## config.mk

```make
export PLATFORM = sky130hd
export DESIGN_NAME = rom_rd_ctrl
export DESIGN_NICKNAME = d
export VERILOG_FILES = /design/src/rtl/rom_rd_pkg.sv /design/src/rtl/rom_wait_timer.sv /design/src/rtl/rom_pin_level.sv /design/src/rtl/rom_data_pack.sv /design/src/rtl/rom_rd_ctrl.sv
export SDC_FILE = /design/constraint.sdc
export NUM_CORES = 1
export LEC_CHECK = 0
export BUFFER_PORTS_ARGS = -buffer_cell sky130_fd_sc_hd__buf_2
export CORE_ASPECT_RATIO = 0.7
export CORE_MARGIN = 2
export CORE_UTILIZATION = 46
export CTS_CLUSTER_SIZE = 14
export DETAILED_ROUTE_END_ITERATION = 10
export PLACE_DENSITY = 0.85
export SYNTH_ARGS = -nofsm -noshare
export SYNTH_HDL_FRONTEND = slang
export SYNTH_SLANG_ARGS = --single-unit
```

## constraint.sdc

```tcl
create_clock -name clk -period 1.8 [get_ports clk]
set_input_delay 0.18 -clock clk [delete_from_list [all_inputs] [get_ports clk]]
set_output_delay 0.18 -clock clk [all_outputs]
set_load 0.01 [all_outputs]
```

## src/rtl/rom_rd_pkg.sv

```systemverilog
package rom_rd_pkg;

    typedef enum logic [1:0] {
        ST_IDLE = 2'd0,
        ST_WAIT = 2'd1,
        ST_TURN = 2'd2
    } rd_state_e;

    // whole cycles needed to cover a time, rounded up
    function automatic int unsigned cdiv(input int unsigned num, input int unsigned den);
        return (num + den - 1) / den;
    endfunction

    function automatic int unsigned at_least_one(input int unsigned v);
        return (v == 0) ? 1 : v;
    endfunction

endpackage

```

## src/rtl/rom_wait_timer.sv

```systemverilog
module rom_wait_timer #(
    parameter int unsigned CNT_W = 4
) (
    input  logic             clk,
    input  logic             rst_n,
    input  logic             load_i,
    input  logic [CNT_W-1:0] load_val_i,
    output logic             done_o
);
    logic [CNT_W-1:0] cnt_d, cnt_q;

    always_comb begin
        cnt_d = cnt_q;
        if (load_i) begin
            cnt_d = load_val_i;
        end else if (cnt_q != '0) begin
            cnt_d = cnt_q - 1'b1;
        end
    end

    always_ff @(posedge clk or negedge rst_n) begin
        if (!rst_n) begin
            cnt_q <= '0;
        end else begin
            cnt_q <= cnt_d;
        end
    end

    assign done_o = (cnt_q == '0);
endmodule

```

## src/rtl/rom_pin_level.sv

```systemverilog
module rom_pin_level #(
    parameter bit ACTIVE_HIGH = 1'b0
) (
    input  logic on_i,
    output logic pin_o
);
    generate
        if (ACTIVE_HIGH) begin : g_high
            assign pin_o = on_i;
        end else begin : g_low
            assign pin_o = ~on_i;
        end
    endgenerate
endmodule

```

## src/rtl/rom_data_pack.sv

```systemverilog
module rom_data_pack (
    input  logic        word_i,
    input  logic [14:0] dq_i,
    input  logic        q15_i,
    output logic [15:0] data_o
);
    always_comb begin
        if (word_i) begin
            data_o = {q15_i, dq_i};
        end else begin
            // upper lines float in byte mode: drop them
            data_o = {8'h00, dq_i[7:0]};
        end
    end
endmodule

```

## src/rtl/rom_rd_ctrl.sv

```systemverilog
module rom_rd_ctrl
    import rom_rd_pkg::*;
#(
    parameter int unsigned ADDR_W         = 20,
    parameter int unsigned CLK_PERIOD_NS  = 10,
    parameter int unsigned T_ACC_NS       = 100,
    parameter int unsigned T_OE_NS        = 50,
    parameter int unsigned T_DIS_NS       = 20,
    parameter bit          CE_ACTIVE_HIGH = 1'b0,
    parameter bit          OE_ACTIVE_HIGH = 1'b0
) (
    input  logic              clk,
    input  logic              rst_n,
    input  logic              rd_req_i,
    input  logic [ADDR_W:0]   rd_addr_i,
    input  logic              rd_word_i,
    output logic              rd_busy_o,
    output logic              rd_valid_o,
    output logic [15:0]       rd_data_o,
    output logic [ADDR_W-1:0] rom_addr_o,
    output logic              rom_word_o,
    output logic              rom_ce_o,
    output logic              rom_oe_o,
    input  logic [14:0]       rom_dq_i,
    input  logic              rom_q15_i,
    output logic              rom_q15_o,
    output logic              rom_q15_oe_o
);
    localparam int unsigned ACC_CYC  = at_least_one(cdiv(T_ACC_NS, CLK_PERIOD_NS));
    localparam int unsigned OE_CYC   = at_least_one(cdiv(T_OE_NS, CLK_PERIOD_NS));
    localparam int unsigned TURN_CYC = at_least_one(cdiv(T_DIS_NS, CLK_PERIOD_NS));
    localparam int unsigned MAX_AO   = (ACC_CYC > OE_CYC) ? ACC_CYC : OE_CYC;
    localparam int unsigned CNT_MAX  = (MAX_AO > TURN_CYC) ? MAX_AO : TURN_CYC;
    localparam int unsigned CNT_W    = $clog2(CNT_MAX + 1);

    typedef struct packed {
        rd_state_e         st;
        logic [ADDR_W-1:0] addr;
        logic              lsb;
        logic              word;
        logic              ce;
        logic              oe;
        logic              valid;
        logic [15:0]       data;
    } ctrl_t;

    ctrl_t ctl_d, ctl_q;

    logic acc_load_d, oe_load_d, turn_load_d;
    logic acc_done, oe_done, turn_done;
    logic [15:0] packed_data;

    rom_wait_timer #(.CNT_W(CNT_W)) u_acc_timer (
        .clk        (clk),
        .rst_n      (rst_n),
        .load_i     (acc_load_d),
        .load_val_i (CNT_W'(ACC_CYC - 1)),
        .done_o     (acc_done)
    );

    rom_wait_timer #(.CNT_W(CNT_W)) u_oe_timer (
        .clk        (clk),
        .rst_n      (rst_n),
        .load_i     (oe_load_d),
        .load_val_i (CNT_W'(OE_CYC - 1)),
        .done_o     (oe_done)
    );

    rom_wait_timer #(.CNT_W(CNT_W)) u_turn_timer (
        .clk        (clk),
        .rst_n      (rst_n),
        .load_i     (turn_load_d),
        .load_val_i (CNT_W'(TURN_CYC - 1)),
        .done_o     (turn_done)
    );

    rom_data_pack u_pack (
        .word_i (ctl_q.word),
        .dq_i   (rom_dq_i),
        .q15_i  (rom_q15_i),
        .data_o (packed_data)
    );

    always_comb begin
        ctl_d       = ctl_q;
        ctl_d.valid = 1'b0;
        acc_load_d  = 1'b0;
        oe_load_d   = 1'b0;
        turn_load_d = 1'b0;
        unique case (ctl_q.st)
            ST_IDLE: begin
                if (rd_req_i) begin
                    ctl_d.st   = ST_WAIT;
                    ctl_d.addr = rd_addr_i[ADDR_W:1];
                    ctl_d.lsb  = rd_addr_i[0];
                    ctl_d.word = rd_word_i;
                    ctl_d.ce   = 1'b1;
                    acc_load_d = 1'b1;
                end
            end
            ST_WAIT: begin
                if (!ctl_q.oe) begin
                    // address has settled for a cycle: open the output
                    ctl_d.oe  = 1'b1;
                    oe_load_d = 1'b1;
                end else if (acc_done && oe_done) begin
                    ctl_d.data  = packed_data;
                    ctl_d.valid = 1'b1;
                    ctl_d.oe    = 1'b0;
                    ctl_d.ce    = 1'b0;
                    ctl_d.st    = ST_TURN;
                    turn_load_d = 1'b1;
                end
            end
            ST_TURN: begin
                if (turn_done) begin
                    ctl_d.st = ST_IDLE;
                end
            end
            default: begin
                ctl_d.st = ST_IDLE;
            end
        endcase
    end

    always_ff @(posedge clk or negedge rst_n) begin
        if (!rst_n) begin
            ctl_q <= '{st: ST_IDLE, addr: '0, lsb: 1'b0, word: 1'b0,
                       ce: 1'b0, oe: 1'b0, valid: 1'b0, data: '0};
        end else begin
            ctl_q <= ctl_d;
        end
    end

    rom_pin_level #(.ACTIVE_HIGH(CE_ACTIVE_HIGH)) u_ce_pin (
        .on_i  (ctl_q.ce),
        .pin_o (rom_ce_o)
    );

    rom_pin_level #(.ACTIVE_HIGH(OE_ACTIVE_HIGH)) u_oe_pin (
        .on_i  (ctl_q.oe),
        .pin_o (rom_oe_o)
    );

    assign rom_addr_o   = ctl_q.addr;
    assign rom_word_o   = ctl_q.word;
    assign rom_q15_o    = ctl_q.lsb;
    assign rom_q15_oe_o = ctl_q.ce & ~ctl_q.word;
    assign rd_busy_o    = (ctl_q.st != ST_IDLE);
    assign rd_valid_o   = ctl_q.valid;
    assign rd_data_o    = ctl_q.data;
endmodule

```

==> impl_metrics.toml, run 1 <==
[finish]
nets = 314
layout-drive-gt1-share_pct = 50.37
fin_util_pct = 56.06
final_cell_mix = "buf_2 (83), dfrtp_1 (55), mux2_2 (29), inv_1 (16), nand2_1 (10)"
n_antenna_cell = 0
final_common_cell = "buf_2"
area_growth_pct = 15.13

[power]
power.density_nw_per_um2 = 1613
power.leakage_nw = 1.539
peakVddDrop_v = 0.0006981
power_mw = 4.855

[global_routing]
grt_max_degree = 28
grt_pass1_wl_mm = 6.727
grt_use_total_pct = 13.70
gr-total-overflow = 0
grt_antenna_before_repair = 0
grt_pass1_vias = 1518

[synthesis]
ys_warn_count = 0
syn-num-nets = 257
synth_top_area_cell = "dfrtp_1"
synth_cells = 212
synth_top_area_share_pct = 52.66
yosysUniqueCellTypes = 34
synthTopCellsByArea = "dfrtp_1 (53%), mux2_2 (12%), buf_4 (11%), mux2i_1 (3.4%), inv_1 (2.3%)"
ys_seq_elements = 55
ys_seq_area_share_pct = 52.66
avgSynthCellArea_um2 = 12.33
netlist_area_um2 = 2614

[die]
dieArea_um2 = 6310
initial_core_util_pct = 48.69
rows = 22
num_io_pins = 84
dieHeight_um = 67.07
core-area_um2 = 5368
die_x_um = 94.10

[setup_path]
startpoint_type = "flop"
crit-reg2reg-launch = "u_acc_timer.cnt_q[0]"
cp-endpoint = "rd_data_o[6]"
setup.worst_path.class = "reg2reg"
worst-r2r-cell-count = 6
critPathMaxFanout = 13
rr_endpoint = "rd_data_o[6]"
crit_path_start = "u_acc_timer.cnt_q[0]"
arrival_ps = 1880
cp.required_ps = 1990
r2r_slack_ps = 110
end_kind = "flop"

[timing]
worst-slew-pin-transition_ps = 400.6
fin_crit_sh_pct = 93.87
skew_ps = 8.443
slew_violations = 0
holdWs_ps = 101.9
max-slew-margin-rel_pct = 73.29
hold_viol = 0
setup_viol = 0
rsz0062_at_grt = "no"
setup_tns_ps = 0
worst_slack_ps = 110.3
layout_min_cycle_time_ps = 1690
max_freq_mhz = 591.8

[placement]
place_ws_ps = 82.39
io_buffers = 83
gp_routability_congestion = 0.7396
hpwl_mm = 3.231

[clock_network]
cts_buffers = 5
cts_sinks = 55
htreeDepth = 2
cts_tree = "built"
insertion_delay_ps = 300
clk_pin_slew_ps = 100
cts_root_buf = "clkbuf_8"
ctsLongestPathBuffers = 2

[route]
drc_errors = 0
vias = 1609
vias_per_cell = 4.705
postRouteAntennaNets = 0
wirelength_mm = 4.204
drt-initial-drc-count = 51
firstDrtPassIters = 4
wl_per_cell_um = 12.29

[job]
cap_violations = 0

[min_path]
hold_path.class = "in2reg"

[outcome]
status = "finished clean"
## sequential cells by signal, summed over array words and instances (netlist names)
name,cells
rd_data_o,16
u_oe_timer.cnt_q,4
rom_word_o,1
ctl_q,4
u_turn_timer.cnt_q,4
u_acc_timer.cnt_q,4
rom_q15_o,1
rom_addr_o,20
rd_valid_o,1
## kinds of logic (layout without fill, tap and decap cells)
family	count (synthesis)	after routing	share of synthesized area, %
buffers and inverters	60	118	15.08
DFF	55	55	52.66
muxes	39	39	16.37
and+or+nand+nor	38	38	9.336
AOI/OAI and AO/OA	9	9	2.298
xor gates and xnor gates	7	7	2.346
adders and majority gates	4	4	1.915
## critical path: stages, from the launching register on
cell	delay, ps
dfrtp_1	380
inv_1	90
ha_1	200
nor3b_4	250
nand4_4	180
inv_8	140
mux2_2	340
## where the power goes
| group | total, mW | internal [mW] | switching, mW |
|---|---|---|---|
| Combinational | 1.89 | 1.00 | 0.890 |
| Clock | 0.828 | 0.450 | 0.377 |
| Sequential | 2.14 | 1.79 | 0.351 |
| Total | 4.86 | 3.24 | 1.62 |
## metal layers
metal	vias up	global-route usage, %	wire (um)
met4	0	2.717	6
met1	782	17.19	1862
met2	51	23.66	2051
li1	774	-	-
met3	2	4.186	285
met5	-	0	0
## worst min-delay path by stage
stage	startpoint	to	slack, ps	cells after the start
2_1_floorplan	rst_n	ctl_q[17]	-120	0
3_3_place_gp	rst_n	rom_addr_o[11]	120	1
3_5_place_dp	rst_n	rom_addr_o[11]	130	1
4_1_cts	rd_addr_i[6]	rom_addr_o[5]	100	2
5_1_grt	rd_addr_i[0]	rom_q15_o	80	2
6_report	rd_addr_i[6]	rom_addr_o[5]	100	2
## final cells by class
cell class | count | area [um^2]
multi-input combinational | 97 | 848.3
sequential | 55 | 1376
tap | 72 | 90.09
clock buffer | 6 | 82.58
clock inverter | 2 | 35.03
fill | 463 | 2359
inverter | 17 | 71.32
timing repair buffer | 93 | 505.5
## what timing repair did
item,4_1_cts,5_1_grt
resized for setup,0,1
setup buffers,0,3
endpoints found under the setup margin,0,5
endpoints found under the hold margin,16,0
hold buffers,1,0
## through the flow
step	cells	cell area [um^2]
after floorplan	212	2614
after global placement	330	2856
after detailed placement	330	2856
after CTS	339	2984
after global routing	342	3009
final	342	3009
## cell usage after synthesis
cell type  instances
xor2_1             2
and4_1             1
inv_6              1
mux2i_1            9
dfrtp_1           55
or3_1              1
a211oi_1           3
and2b_1            1
and3_1             2
buf_4             39
buf_12             1
nand4b_1           1
clkbuf_1           2
o31ai_1            1
xnor2_1            5
a21oi_1            3
mux2_2            29
or3b_2             1
clkbuf_2           1
nor2_1             6
nand4_4            1
nand2b_1           3
or2_2              1
a211o_1            1
nor2b_1            2
ha_1               4
nand3b_1           1
o22ai_1            1
inv_1             16
nand2_1           10
nor3b_1            1
nor3_1             4
mux2_1             1
nor3b_4            2
Power figures use the tool's default switching activity.
==> run 2, diff against run 1 <==
--- a/config.mk
+++ b/config.mk
@@ -8,10 +8,10 @@
 export BUFFER_PORTS_ARGS = -buffer_cell sky130_fd_sc_hd__buf_2
 export CORE_ASPECT_RATIO = 0.7
 export CORE_MARGIN = 2
-export CORE_UTILIZATION = 46
+export CORE_UTILIZATION = 25
 export CTS_CLUSTER_SIZE = 14
 export DETAILED_ROUTE_END_ITERATION = 10
-export PLACE_DENSITY = 0.85
+export PLACE_DENSITY = 0.56
 export SYNTH_ARGS = -nofsm -noshare
 export SYNTH_HDL_FRONTEND = slang
 export SYNTH_SLANG_ARGS = --single-unit
==> run 2 against run 1 <==
Effect of this change: clock skew is 3.3 ps lower; critical path depth is 1 higher; sequential share of layout area is 2.6 points lower.
==> impl_metrics.toml, run 2 (synthesized netlist as in run 1, its figures left out) <==
[outcome]
status = "finished clean"

[route]
drc_errors = 0
firstDrtPassIters = 4
postRouteAntennaNets = 0
vias_per_cell = 3.978
drt-initial-drc-count = 42
vias = 1599
wl_per_cell_um = 12.00
wirelength_mm = 4.824

[clock_network]
htreeDepth = 2
cts_tree = "built"
cts_buffers = 5
cts_sinks = 55
clk_pin_slew_ps = 70
insertion_delay_ps = 290
ctsLongestPathBuffers = 2
cts_root_buf = "clkbuf_16"

[power]
p_comb_share_pct = 36.4
peakVddDrop_v = 0.0006268
power.leakage_nw = 1.574
switchingPower_mw = 1.696
power_mw = 5.308
internal_power_mw = 3.611
p_seq_share_pct = 40.5
swShare_pct = 31.96
clockPowerShare_pct = 23.1
power.density_nw_per_um2 = 1662

[die]
die_x_um = 126.2
num_io_pins = 84
initial_core_util_pct = 25.43
dieArea_um2 = 11300
rows = 31
core-area_um2 = 10280
dieHeight_um = 89.55

[timing]
worst-slew-pin-transition_ps = 521.2
max_freq_mhz = 579.0
hold_viol = 0
layout_min_cycle_time_ps = 1727
fin_crit_sh_pct = 95.95
skew_ps = 5.152
slew_violations = 0
setup_viol = 0
max-slew-margin-rel_pct = 65.25

[setup_path]
end_kind = "flop"
r2r_slack_ps = 70
setup.worst_path.class = "reg2reg"
slowest_stage = "dfrtp_1"
worstPathCellList = "inv_1 -> ha_4 -> nor3b_4 -> nand4_4 -> inv_8 -> buf_12 -> mux2_2"
cp.required_ps = 1980
critPathTopFamily = "simple AND/OR/NAND/NOR gates"
cp.buffers_inverters = 3
slowest_delay_ps = 380
arrival_ps = 1900
critPathMaxFanout = 6
startpoint_type = "flop"

[global_routing]
gr-total-overflow = 0
grt_antenna_before_repair = 0
grt_use_total_pct = 8.528
grt_pass1_vias = 1520
grt_max_degree = 35
grt_pass1_wl_mm = 7.548

[finish]
final_cell_mix = "buf_2 (83), dfrtp_1 (55), mux2_2 (29), inv_1 (15), nand2_1 (10)"
layout-drive-gt1-share_pct = 50.74
final_common_cell = "buf_2"
nets = 314
n_antenna_cell = 0
largest_reg_flops = 20
stdcell_area_um2 = 3193
area_growth_pct = 22.16

[placement]
placed_area_um2 = 2932
io_buffers = 83
hpwl_mm = 3.568
gp_routability_congestion = 0.6880

[min_path]
hold_path.class = "in2reg"

[job]
cap_violations = 0
run 2: stage by stage:
step	cells	setup WS (ps)	hold WS [ps]	TNS (ps)	util, %
global route	402	-23.81	97.20	-82.23	31.07
CTS	399	26.66	94.35	0	30.46
global placement	390	116.9	201.6	0	28.52
floorplan	212	120.9	-115.6	0	-
finish	402	72.82	104.2	0	31.07
detailed placement	390	41.41	200.7	0	28.52
run 2: metal layers:
layer / part of all wire [%] / track usage (%) / wire, um / vias to the layer above
li1: - / - / - / 775
met2: 42 / 12.07 / 2029 / 54
met5: 0 / 0 / 0 / -
met4: 0.27 / 2.098 / 13 / 0
met1: 50 / 11.91 / 2430 / 768
met3: 7.3 / 3.770 / 351 / 2
run 2: power groups by stage:
stage | Clock [mW] | Combinational, mW | Sequential [mW]
after global placement | 0 | 1.89 | 2.15
after CTS | 1.27 | 1.92 | 2.15
after detailed placement | 0 | 1.92 | 2.17
after global routing | 1.33 | 2.18 | 2.24
final | 1.23 | 1.93 | 2.15
after floorplan | 0 | 1.78 | 2.07
run 2: cell type report:
class                   count  area [um^2]
clock buffers               6        128.9
clock inverters             2        60.06
fillers                  1046         7086
inverters                  17        71.32
multi-input cells          97        860.8
flip-flops and latches     55         1376
well taps                 132        165.2
repair buffers             93        530.5
run 2: final timing paths:
| path | start | to | cells past startpoint |
|---|---|---|---|
| setup reg to reg | u_acc_timer.cnt_q[0] | rd_data_o[2] | 7 |
| setup / recovery | u_acc_timer.cnt_q[0] | rd_data_o[2] | 7 |
| hold / removal | rom_dq_i[7] | rd_data_o[7] | 2 |
| min in group asynchronous | rst_n | rom_addr_o[14] | 2 |
| max in group asynchronous | rst_n | u_acc_timer.cnt_q[0] | 3 |
| hold reg to reg | ctl_q[18] | ctl_q[18] | 1 |
run 2: what timing repair did:
action	4_1_cts	5_1_grt
gates resized for setup	0	4
hold buffers	1	0
buffers inserted	0	3
hold endpoints to repair	21	0
setup endpoints to repair	0	15
